### config.mk
export PLATFORM = sky130hd
export DESIGN_NAME = sar_adc_host
export DESIGN_NICKNAME = d
export VERILOG_FILES = /design/src/rtl/sar_host_pkg.sv /design/src/rtl/sar_sync.sv /design/src/rtl/sar_sclk_div.sv /design/src/rtl/sar_conv_timer.sv /design/src/rtl/sar_adc_host.sv
export SDC_FILE = /design/constraint.sdc
export NUM_CORES = 1
export LEC_CHECK = 0
export CAP_MARGIN = 40
export CORE_MARGIN = 5
export CORE_UTILIZATION = 53
export CTS_BUF_LIST = sky130_fd_sc_hd__clkbuf_8
export CTS_CLUSTER_SIZE = 12
export DETAILED_ROUTE_END_ITERATION = 10
export GPL_ROUTABILITY_DRIVEN = 0
export PLACE_DENSITY = 0.77
export RECOVER_POWER = 50
export REMOVE_ABC_BUFFERS = 1
export SYNTH_ARGS = -nofsm -noshare
export SYNTH_HDL_FRONTEND = slang
export SYNTH_SLANG_ARGS = --single-unit
### constraint.sdc
create_clock -name clk -period 1.8 [get_ports clk]
set_clock_uncertainty 0.15 [all_clocks]
set_input_delay 0.36 -clock clk [delete_from_list [all_inputs] [get_ports clk]]
set_output_delay 0.36 -clock clk [all_outputs]
set_load 0.02 [all_outputs]
### src/rtl/sar_host_pkg.sv
// Package: shared types and helpers for the serial converter host sequencer.
// Assumes: a command byte of 8 bits with the start marker in the top bit.
package sar_host_pkg;

    typedef enum logic [1:0] {
        ST_IDLE = 2'd0,
        ST_TX   = 2'd1,
        ST_CONV = 2'd2,
        ST_RX   = 2'd3
    } host_st_t;

    localparam int CMD_BITS = 8;

    // Assemble the command byte, start marker first.
    function automatic logic [CMD_BITS-1:0] make_cmd(
        input logic [2:0] chan,
        input logic       unipolar,
        input logic       single,
        input logic [1:0] pd
    );
        return {1'b1, chan, unipolar, single, pd};
    endfunction

endpackage

### src/rtl/sar_sync.sv
// Module: sar_sync - multi-stage synchronizer for an asynchronous level.
// Assumes: the input is a slow level; STAGES >= 1; resets to RST_VAL.
module sar_sync #(
    parameter int   STAGES  = 2,
    parameter logic RST_VAL = 1'b1
) (
    input  logic clk,
    input  logic rst_n,
    input  logic d,
    output logic q
);
    logic [STAGES-1:0] chain;

    generate
        if (STAGES == 1) begin : g_one
            // Single capture register.
            always_ff @(posedge clk) begin
                if (!rst_n) chain <= RST_VAL;
                else        chain <= d;
            end
        end else begin : g_many
            // Shift the level through the register chain.
            always_ff @(posedge clk) begin
                if (!rst_n) chain <= {STAGES{RST_VAL}};
                else        chain <= {chain[STAGES-2:0], d};
            end
        end
    endgenerate

    assign q = chain[STAGES-1];
endmodule

### src/rtl/sar_sclk_div.sv
// Module: sar_sclk_div - emits a tick every HALF_DIV system clocks while run is high.
// Assumes: the counter restarts from zero each time run rises, so the first
// tick comes a full half period after the run starts.
module sar_sclk_div #(
    parameter int HALF_DIV = 13
) (
    input  logic clk,
    input  logic rst_n,
    input  logic run,
    output logic tick
);
    localparam int CW = (HALF_DIV > 1) ? $clog2(HALF_DIV) : 1;

    logic [CW-1:0] cnt;

    assign tick = run && (cnt == CW'(HALF_DIV - 1));

    // Count system clocks within the current half period.
    always_ff @(posedge clk) begin
        if (!rst_n || !run) cnt <= '0;
        else if (tick)      cnt <= '0;
        else                cnt <= cnt + 1'b1;
    end

    generate
        if (HALF_DIV > 1) begin : g_chk
            assert_tick_spacing_R3: assert property (@(posedge clk) disable iff (!rst_n)
                tick |=> !tick);
        end
    endgenerate
endmodule

### src/rtl/sar_conv_timer.sv
// Module: sar_conv_timer - times the wait between the command and the read.
// Reports when the acquisition guard has elapsed, whether the busy strobe was
// seen low, and when the wait limit is reached.
// Assumes: TIMEOUT_CYCLES > ACQ_CYCLES; everything clears while active is low.
module sar_conv_timer #(
    parameter int ACQ_CYCLES     = 75,
    parameter int TIMEOUT_CYCLES = 380
) (
    input  logic clk,
    input  logic rst_n,
    input  logic active,
    input  logic strobe,
    output logic acq_done,
    output logic seen_low,
    output logic expired
);
    localparam int CW = $clog2(TIMEOUT_CYCLES + 1);

    logic [CW-1:0] cnt;

    assign acq_done = (cnt >= CW'(ACQ_CYCLES));
    assign expired  = (cnt >= CW'(TIMEOUT_CYCLES));

    // Saturating count of cycles spent waiting.
    always_ff @(posedge clk) begin
        if (!rst_n || !active) cnt <= '0;
        else if (!expired)     cnt <= cnt + 1'b1;
    end

    // Remember that the converter has signalled busy.
    always_ff @(posedge clk) begin
        if (!rst_n || !active) seen_low <= 1'b0;
        else if (!strobe)      seen_low <= 1'b1;
    end

    assert_seen_needs_low_R6: assert property (@(posedge clk) disable iff (!rst_n)
        (active && !seen_low && strobe) |=> !seen_low);
endmodule

### src/rtl/sar_adc_host.sv
// Module: sar_adc_host - host sequencer for a serial SAR converter that times
// its own conversion. It sends the command, waits on the busy strobe with the
// serial clock parked low, reads a frame and returns the sample.
// Assumes: FRAME_CLKS > DATA_W; dout_i settles within one half period of a
// falling sclk edge; sstrb_i is asynchronous and is synchronized here.
module sar_adc_host
    import sar_host_pkg::*;
#(
    parameter int HALF_DIV       = 13,
    parameter int ACQ_CYCLES     = 75,
    parameter int TIMEOUT_CYCLES = 380,
    parameter int DATA_W         = 12,
    parameter int FRAME_CLKS     = 16,
    parameter int SYNC_STAGES    = 2
) (
    input  logic              clk,
    input  logic              rst_n,
    input  logic              start_i,
    input  logic [2:0]        chan_i,
    input  logic              unipolar_i,
    input  logic              single_i,
    input  logic [1:0]        pd_i,
    output logic              sclk_o,
    output logic              cs_n_o,
    output logic              din_o,
    input  logic              sstrb_i,
    input  logic              dout_i,
    output logic [DATA_W-1:0] data_o,
    output logic              valid_o,
    output logic              timeout_o
);
    localparam int TX_CW    = $clog2(CMD_BITS);
    localparam int FRAME_CW = $clog2(FRAME_CLKS);

    host_st_t            st;
    logic [CMD_BITS-1:0] tx_sh;
    logic [TX_CW-1:0]    tx_cnt;
    logic [DATA_W-1:0]   rx_sh;
    logic [FRAME_CW-1:0] rx_cnt;
    logic                tick;
    logic                strobe_s;
    logic                acq_done;
    logic                seen_low;
    logic                expired;
    logic                sample_now;
    logic [CMD_BITS-1:0] cmd_byte;

    assign cmd_byte   = make_cmd(chan_i, unipolar_i, single_i, pd_i);
    assign sample_now = (rx_cnt != '0) && (rx_cnt <= FRAME_CW'(DATA_W));

    sar_sclk_div #(.HALF_DIV(HALF_DIV)) u_div (
        .clk   (clk),
        .rst_n (rst_n),
        .run   ((st == ST_TX) || (st == ST_RX)),
        .tick  (tick)
    );

    sar_sync #(.STAGES(SYNC_STAGES), .RST_VAL(1'b1)) u_sync (
        .clk   (clk),
        .rst_n (rst_n),
        .d     (sstrb_i),
        .q     (strobe_s)
    );

    sar_conv_timer #(.ACQ_CYCLES(ACQ_CYCLES), .TIMEOUT_CYCLES(TIMEOUT_CYCLES)) u_tmr (
        .clk      (clk),
        .rst_n    (rst_n),
        .active   (st == ST_CONV),
        .strobe   (strobe_s),
        .acq_done (acq_done),
        .seen_low (seen_low),
        .expired  (expired)
    );

    // Transaction sequencer: command, guarded wait, read frame, result.
    always_ff @(posedge clk) begin
        if (!rst_n) begin
            st        <= ST_IDLE;
            sclk_o    <= 1'b0;
            cs_n_o    <= 1'b1;
            din_o     <= 1'b0;
            tx_sh     <= '0;
            tx_cnt    <= '0;
            rx_sh     <= '0;
            rx_cnt    <= '0;
            data_o    <= '0;
            valid_o   <= 1'b0;
            timeout_o <= 1'b0;
        end else begin
            valid_o   <= 1'b0;
            timeout_o <= 1'b0;
            case (st)
                ST_IDLE: begin
                    sclk_o <= 1'b0;
                    if (start_i) begin
                        cs_n_o <= 1'b0;
                        din_o  <= cmd_byte[CMD_BITS-1];
                        tx_sh  <= cmd_byte << 1;
                        tx_cnt <= '0;
                        st     <= ST_TX;
                    end
                end
                ST_TX: begin
                    if (tick) begin
                        if (!sclk_o) begin
                            sclk_o <= 1'b1;
                        end else begin
                            sclk_o <= 1'b0;
                            if (tx_cnt == TX_CW'(CMD_BITS - 1)) begin
                                din_o <= 1'b0;
                                st    <= ST_CONV;
                            end else begin
                                tx_cnt <= tx_cnt + 1'b1;
                                din_o  <= tx_sh[CMD_BITS-1];
                                tx_sh  <= tx_sh << 1;
                            end
                        end
                    end
                end
                ST_CONV: begin
                    if (acq_done && seen_low && strobe_s) begin
                        rx_cnt <= '0;
                        rx_sh  <= '0;
                        st     <= ST_RX;
                    end else if (expired) begin
                        timeout_o <= 1'b1;
                        cs_n_o    <= 1'b1;
                        st        <= ST_IDLE;
                    end
                end
                ST_RX: begin
                    if (tick) begin
                        if (!sclk_o) begin
                            sclk_o <= 1'b1;
                            if (sample_now) rx_sh <= {rx_sh[DATA_W-2:0], dout_i};
                        end else begin
                            sclk_o <= 1'b0;
                            if (rx_cnt == FRAME_CW'(FRAME_CLKS - 1)) begin
                                cs_n_o  <= 1'b1;
                                valid_o <= 1'b1;
                                data_o  <= rx_sh;
                                st      <= ST_IDLE;
                            end else begin
                                rx_cnt <= rx_cnt + 1'b1;
                            end
                        end
                    end
                end
                default: st <= ST_IDLE;
            endcase
        end
    end

    assert_idle_sclk_low_R1: assert property (@(posedge clk) disable iff (!rst_n)
        cs_n_o |-> !sclk_o);
    assert_din_steady_R2: assert property (@(posedge clk) disable iff (!rst_n)
        (st == ST_TX && $rose(sclk_o)) |-> $stable(din_o));
    assert_acq_gate_R4: assert property (@(posedge clk) disable iff (!rst_n)
        (st == ST_CONV && !acq_done) |=> (st != ST_RX));
    assert_quiet_conv_R5: assert property (@(posedge clk) disable iff (!rst_n)
        (st == ST_CONV) |-> (!sclk_o && !cs_n_o));
    assert_read_after_high_R6: assert property (@(posedge clk) disable iff (!rst_n)
        (st == ST_CONV && !strobe_s) |=> (st != ST_RX));
    assert_valid_once_R8: assert property (@(posedge clk) disable iff (!rst_n)
        valid_o |=> !valid_o);
    assert_valid_cs_R8: assert property (@(posedge clk) disable iff (!rst_n)
        valid_o |-> cs_n_o);
    assert_timeout_alone_R9: assert property (@(posedge clk) disable iff (!rst_n)
        timeout_o |-> (!valid_o && cs_n_o));
endmodule

==> results of run 1 <==
-- registers in the layout, summed over array words and instances, names as in the netlist, 3 cells and up --
name and cells:
data_o 12, rx_sh 12, u_tmr.cnt 9, tx_sh 7
rx_cnt 4, u_div.cnt 4, tx_cnt 3
-- metrics by stage --
| stage | total power, mW | util | cells | hold slack (ns) |
|---|---|---|---|---|
| 4_1_cts | 3.75 | 0.707 | 444 | 0.264 |
| 3_3_place_gp | 2.58 | 0.663 | 427 | 0.239 |
| 2_1_floorplan | 2.20 | - | 294 | 0.236 |
| 3_5_place_dp | 2.62 | 0.663 | 427 | 0.254 |
| 6_report | 4.00 | 0.734 | 449 | 0.261 |
| 5_1_grt | 4.21 | 0.734 | 449 | 0.299 |
-- critical path, stage by stage, from the launching register on --
cell       delay, ns
dfxtp_2         0.32
inv_2           0.06
ha_4            0.13
and3_4          0.25
nand3b_1        0.12
a211oi_2        0.24
o21ai_2         0.15
clkbuf_16       0.19
mux2i_1         0.11
-- logic make-up (layout without fill, tap and decap cells) --
kind of cell | count (synthesis) | after routing
buf+inv | 31 | 98
fa+ha+maj | 12 | 12
xor+xnor | 8 | 8
mux | 32 | 32
simple gates | 108 | 108
flops | 61 | 61
compound gates | 60 | 60
-- cell usage in the layout (no fill, tap or decap), drive strengths merged, types with 3 or more instances in the layout --
master and count:
a211oi 13, a21oi 17, a31oi 3, a41o 3, buf 39, clkbuf 22
clkdlybuf4s50 11, clkinv 4, dfxtp 61, dlygate4sd2 6, ha 12, inv 13
mux2i 31, nand2 23, nand2b 4, nand3 19, nand4 3, nor2 43
nor3 4, o21ai 9, xnor2 6
-- final cells by class --
| class | count | area (um2) | area share |
|---|---|---|---|
| timing repair buffer | 69 | 571 | 0.151 |
| tap | 70 | 87.6 | 0.0232 |
| sequential | 61 | 1240 | 0.328 |
| clock buffer | 10 | 138 | 0.0365 |
| clock inverter | 6 | 38.8 | 0.0103 |
| multi-input combinational | 220 | 1650 | 0.438 |
| inverter | 13 | 48.8 | 0.0129 |
-- what timing repair did --
action                     CTS  global route
cloned                       0             2
pin swaps                    2            12
setup buffers                1             4
gates resized for setup     22            56
setup endpoints to repair   24            49
-- per-layer routing --
| layer | routed length [um] | global-route usage | vias to the layer above | part of all wire |
|---|---|---|---|---|
| met1 | 2900 | 0.226 | 1172 | 0.42 |
| met5 | 0 | 0 | - | 0 |
| li1 | - | - | 1223 | - |
| met3 | 303 | 0.0525 | 21 | 0.044 |
| met4 | 182 | 0.0817 | 0 | 0.026 |
| met2 | 3540 | 0.319 | 72 | 0.51 |
-- final timing paths --
path	startpoint	end	slack (ns)	cells after the start
max	u_div.cnt[0]	rx_sh[10]	-0.03	8
min	u_sync.chain[0]	u_sync.chain[1]	0.26	1
max reg2reg	u_div.cnt[0]	rx_sh[10]	-0.03	8
min reg2reg	u_sync.chain[0]	u_sync.chain[1]	0.26	1
-- power by group --
| part | switching, mW | internal (mW) | leakage [nW] | total [mW] |
|---|---|---|---|---|
| registers | 0.0880 | 1.47 | 0.499 | 1.55 |
| clock network | 0.551 | 0.530 | 0.0880 | 1.08 |
| logic | 0.712 | 0.653 | 0.851 | 1.36 |
==> impl_metrics.tcl, run 1 <==
set metrics [dict create \
    outcome "complete, but fails checks" \
    failed_checks "setup timing" \
    synth_most_common_cell "dfxtp_1" \
    grt_use_total 0.190 \
    cts_tree "done" \
    grt_max_degree 29 \
    worst-path-max-fanout 6 \
    synthTopCellsByArea "dfxtp_1 43%, mux2i_1 11%, nor2_1 5.7%" \
    htreeDepth 3 \
    placed_cell_area_um2 3410 \
    worstMarginPinSlew_ns 0.403 \
    crit_arrival_ns 1.91 \
    io_pins 29 \
    num_antenna_cells 0 \
    die_x_um 83.0 \
    ys_ff_latch 61 \
    start_util 0.549 \
    peakVddDrop_mv 0.853 \
    synthesis.instances 312 \
    clk_path_buf_depth 2 \
    synth_edf_count 0 \
    synth_top_family_by_area "simple AND/OR/NAND/NOR gates" \
    crit_type "flop to flop" \
    io_buffer_count 28 \
    core_area_um2 5140 \
    cts.clk_slew.worst_paths_ns 0.07 \
    fin_nets 398 \
    synth_commonest_cells "61 x dfxtp_1, 43 x nor2_1, 31 x mux2i_1" \
    hpwl_um 4250 \
    grt_pass1_wl_um 10900 \
    crit_required_ns 1.88 \
    synth_compound_area_frac 0.154 \
    crit_path_end_kind "flop" \
    cp-start-kind "flop" \
    ant_nets 0 \
    yosys.area.top_type "dfxtp_1" \
    design_area_um2 3770 \
    fillers 374 \
    finalCritPeriodShare 1.02 \
    grt-ovfl-total 0 \
    first_global_vias 2404 \
    synth_area_um2 2820 \
    cap_violations 0 \
    clk_latency_ns 0.34 \
    synth_xor_xnor_area_share 0.0248 \
    drc 0 \
    cts_root_buffer "clkbuf_8" \
    p_per_area_nw_per_um2 1060 \
    die-height_um 83.0 \
    ys_warn_count 0 \
    routedWlPerCell_um 15.4 \
    synthAdderAreaFrac 0.0532 \
    synthFlopType "dfxtp_1" \
    worst_slack_ns -0.0291 \
    tns_ns -0.230 \
    routed_via_density 5.54 \
    min_period_ns 1.83 \
    yosys.area_share.simple 0.175 \
    setup_violations 12 \
    drive_gt1_frac 0.282 \
    hp-class "flop to flop" \
    async_flop_share 0 \
    synth_top_area_share 0.433 \
    synth.avg_cell_area_um2 9.05 \
    leakage_nw 1.44 \
    clock-sinks 61 \
    ys_types 49 \
    firstDrtPassIters 5 \
    place_ws_ns -0.238 \
    rsz0062_at_grt "yes" \
    first_iter_violations 75 \
    fmax_ghz 0.547 \
    seq_area_frac_synth 0.433 \
    antenna_found_initial 0 \
    area_growth_pct 33.7 \
    cts_hold_buf 0 \
    cts_made_buffers 9 \
    fp-row-count 26 \
    num_vias 2488 \
    muxShareOfSynthArea 0.114 \
    drt_wl_total_um 6920 \
    relSlewSlack 0.731 \
    die-area_um2 6890 \
    hold_violations 0 \
    drv_slew 0 \
]
(Power assumes the default switching activity.)
==> inputs of run 2 (changes only) <==
--- a/config.mk
+++ b/config.mk
@@ -7,12 +7,13 @@
 export LEC_CHECK = 0
 export CAP_MARGIN = 40
 export CORE_MARGIN = 5
-export CORE_UTILIZATION = 53
+export CORE_UTILIZATION = 57
 export CTS_BUF_LIST = sky130_fd_sc_hd__clkbuf_8
 export CTS_CLUSTER_SIZE = 12
 export DETAILED_ROUTE_END_ITERATION = 10
+export DONT_BUFFER_PORTS = 1
 export GPL_ROUTABILITY_DRIVEN = 0
-export PLACE_DENSITY = 0.77
+export PLACE_DENSITY = 0.74
 export RECOVER_POWER = 50
 export REMOVE_ABC_BUFFERS = 1
 export SYNTH_ARGS = -nofsm -noshare
==> constraint.sdc (replaced) <==
create_clock -name clk -period 1.8 [get_ports clk]
set_clock_uncertainty 0.15 [all_clocks]
set_input_delay 0.27 -clock clk [delete_from_list [all_inputs] [get_ports clk]]
set_output_delay 0.27 -clock clk [all_outputs]
set_load 0.02 [all_outputs]
==> impl_metrics.tcl, run 2 (synthesized netlist as in run 1, its figures left out) <==
set metrics [dict create \
    fmax_ghz 0.562 \
    crit_path_end_kind "flop" \
    cp-start-kind "flop" \
    outcome "complete, no violations" \
    fin_nets 381 \
    num_vias 2443 \
    clk_latency_ns 0.34 \
    firstDrtPassIters 5 \
    rsz0062_at_grt "yes" \
    switching_share 0.306 \
    die-area_um2 6460 \
    path_buf_inv 1 \
    grt_pass1_wl_um 10700 \
    fp-row-count 25 \
    p_int_mw 2.99 \
    grt_max_degree 32 \
    cts_tree "done" \
    io_buffer_count 0 \
    crit_type "flop to flop" \
    crit_arrival_ns 1.86 \
    worst-path-max-fanout 6 \
    relSlewSlack 0.655 \
    drc 0 \
    cts_root_buffer "clkbuf_8" \
    cap_violations 0 \
    min_period_ns 1.78 \
    power_frac_seq 0.367 \
    drt_wl_total_um 6730 \
    routed_via_density 5.69 \
    finalCritPeriodShare 0.988 \
    core_area_um2 4750 \
    worstMarginPinSlew_ns 0.518 \
    setup_violations 0 \
    first_global_vias 2346 \
    die_x_um 80.4 \
    critPathTopFamily "compound AO/OA/AOI/OAI gates" \
    hp-class "primary input to flop" \
    grt-ovfl-total 0 \
    io_pins 29 \
    fin_util 0.774 \
    final_common_cell "dfxtp_1" \
    htreeDepth 3 \
    mostFrequentLayoutCells "55 x dfxtp_1, 42 x nor2_1, 37 x buf_4, 30 x mux2i_1, 22 x nand2_1" \
    routedWlPerCell_um 15.7 \
    clk_path_buf_depth 2 \
    drive_gt1_frac 0.298 \
    area_growth_pct 30.5 \
    hold_violations 0 \
    hold_ws_ns 0.0205 \
    p_per_area_nw_per_um2 1170 \
    hpwl_um 4040 \
    cp_cell_sequence "inv_1 -> ha_2 -> nor2b_1 -> a21oi_2 -> o21ai_2 -> o21bai_1 -> o41ai_1" \
    crit_required_ns 1.88 \
    num_antenna_cells 0 \
    ant_nets 0 \
    antenna_found_initial 0 \
    max_stage_delay_ns 0.40 \
    start_util 0.594 \
    cts.clk_slew.worst_paths_ns 0.06 \
    peakVddDrop_mv 0.977 \
    tns_ns 0 \
    critPathSlowestCell "dfxtp_4" \
    combPwrFrac 0.297 \
    p_switching_mw 1.32 \
    p_clk_frac 0.336 \
    clock-sinks 61 \
    fillers 318 \
    grt_use_total 0.216 \
    biggestRegsByFlops "data_o (12), rx_sh (12), u_tmr.cnt (9)" \
    cts_made_buffers 9 \
    first_iter_violations 137 \
    leakage_nw 1.41 \
    drv_slew 0 \
    die-height_um 80.4 \
]
-- run 2: path summary, 6_finish.rpt --
path | start | end | slack (ns) | depth (start not counted)
setup / recovery | st[1] | st[1] | 0.02 | 7
hold / removal | chan_i[2] | tx_sh[7] | 0.02 | 2
setup reg to reg | st[1] | st[1] | 0.02 | 7
hold reg to reg | u_sync.chain[0] | u_sync.chain[1] | 0.26 | 1
-- run 2: final cells by class --
type | instances | area (um2) | area share
multi-input combinational | 220 | 1640 | 0.446
clock buffer | 9 | 124 | 0.0336
clock inverter | 7 | 115 | 0.0313
timing repair buffer | 52 | 430 | 0.117
inverter | 13 | 51.3 | 0.0139
tap | 67 | 83.8 | 0.0228
sequential | 61 | 1230 | 0.335
-- run 2: what timing repair did --
item / CTS / global route
hold buffers: 5 / 0
endpoints found under the hold margin: 20 / 0
gates cloned: 0 / 1
buffers inserted: 2 / 3
pin swaps: 4 / 8
setup endpoints to repair: 37 / 42
gates resized for setup: 20 / 39
-- run 2: per-stage QoR --
stage / total power [mW] / cells / instance area, um2 / setup slack (ns)
2_1_floorplan: 2.20 / 294 / 2740 / -0.710
3_3_place_gp: 2.53 / 401 / 3150 / -0.0640
3_5_place_dp: 2.55 / 401 / 3150 / -0.104
4_1_cts: 4.07 / 424 / 3520 / 0.00380
5_1_grt: 4.53 / 429 / 3680 / -0.0671
6_report: 4.31 / 429 / 3680 / 0.0214
-- run 2: per-layer routing --
metal / part of all wire / track usage / vias to the layer above / routed length (um)
met3: 0.060 / 0.0639 / 18 / 401
met5: 0 / 0 / - / 0
met4: 0.024 / 0.113 / 0 / 163
li1: - / - / 1190 / -
met1: 0.42 / 0.245 / 1159 / 2810
met2: 0.50 / 0.364 / 76 / 3360
-- run 2: power groups by stage --
stage | combinational, mW | clock (mW) | sequential [mW]
floorplan | 0.634 | 0 | 1.57
global placement | 0.952 | 0 | 1.58
detailed placement | 0.972 | 0 | 1.58
CTS | 1.04 | 1.47 | 1.56
global route | 1.40 | 1.54 | 1.60
finish | 1.28 | 1.45 | 1.58
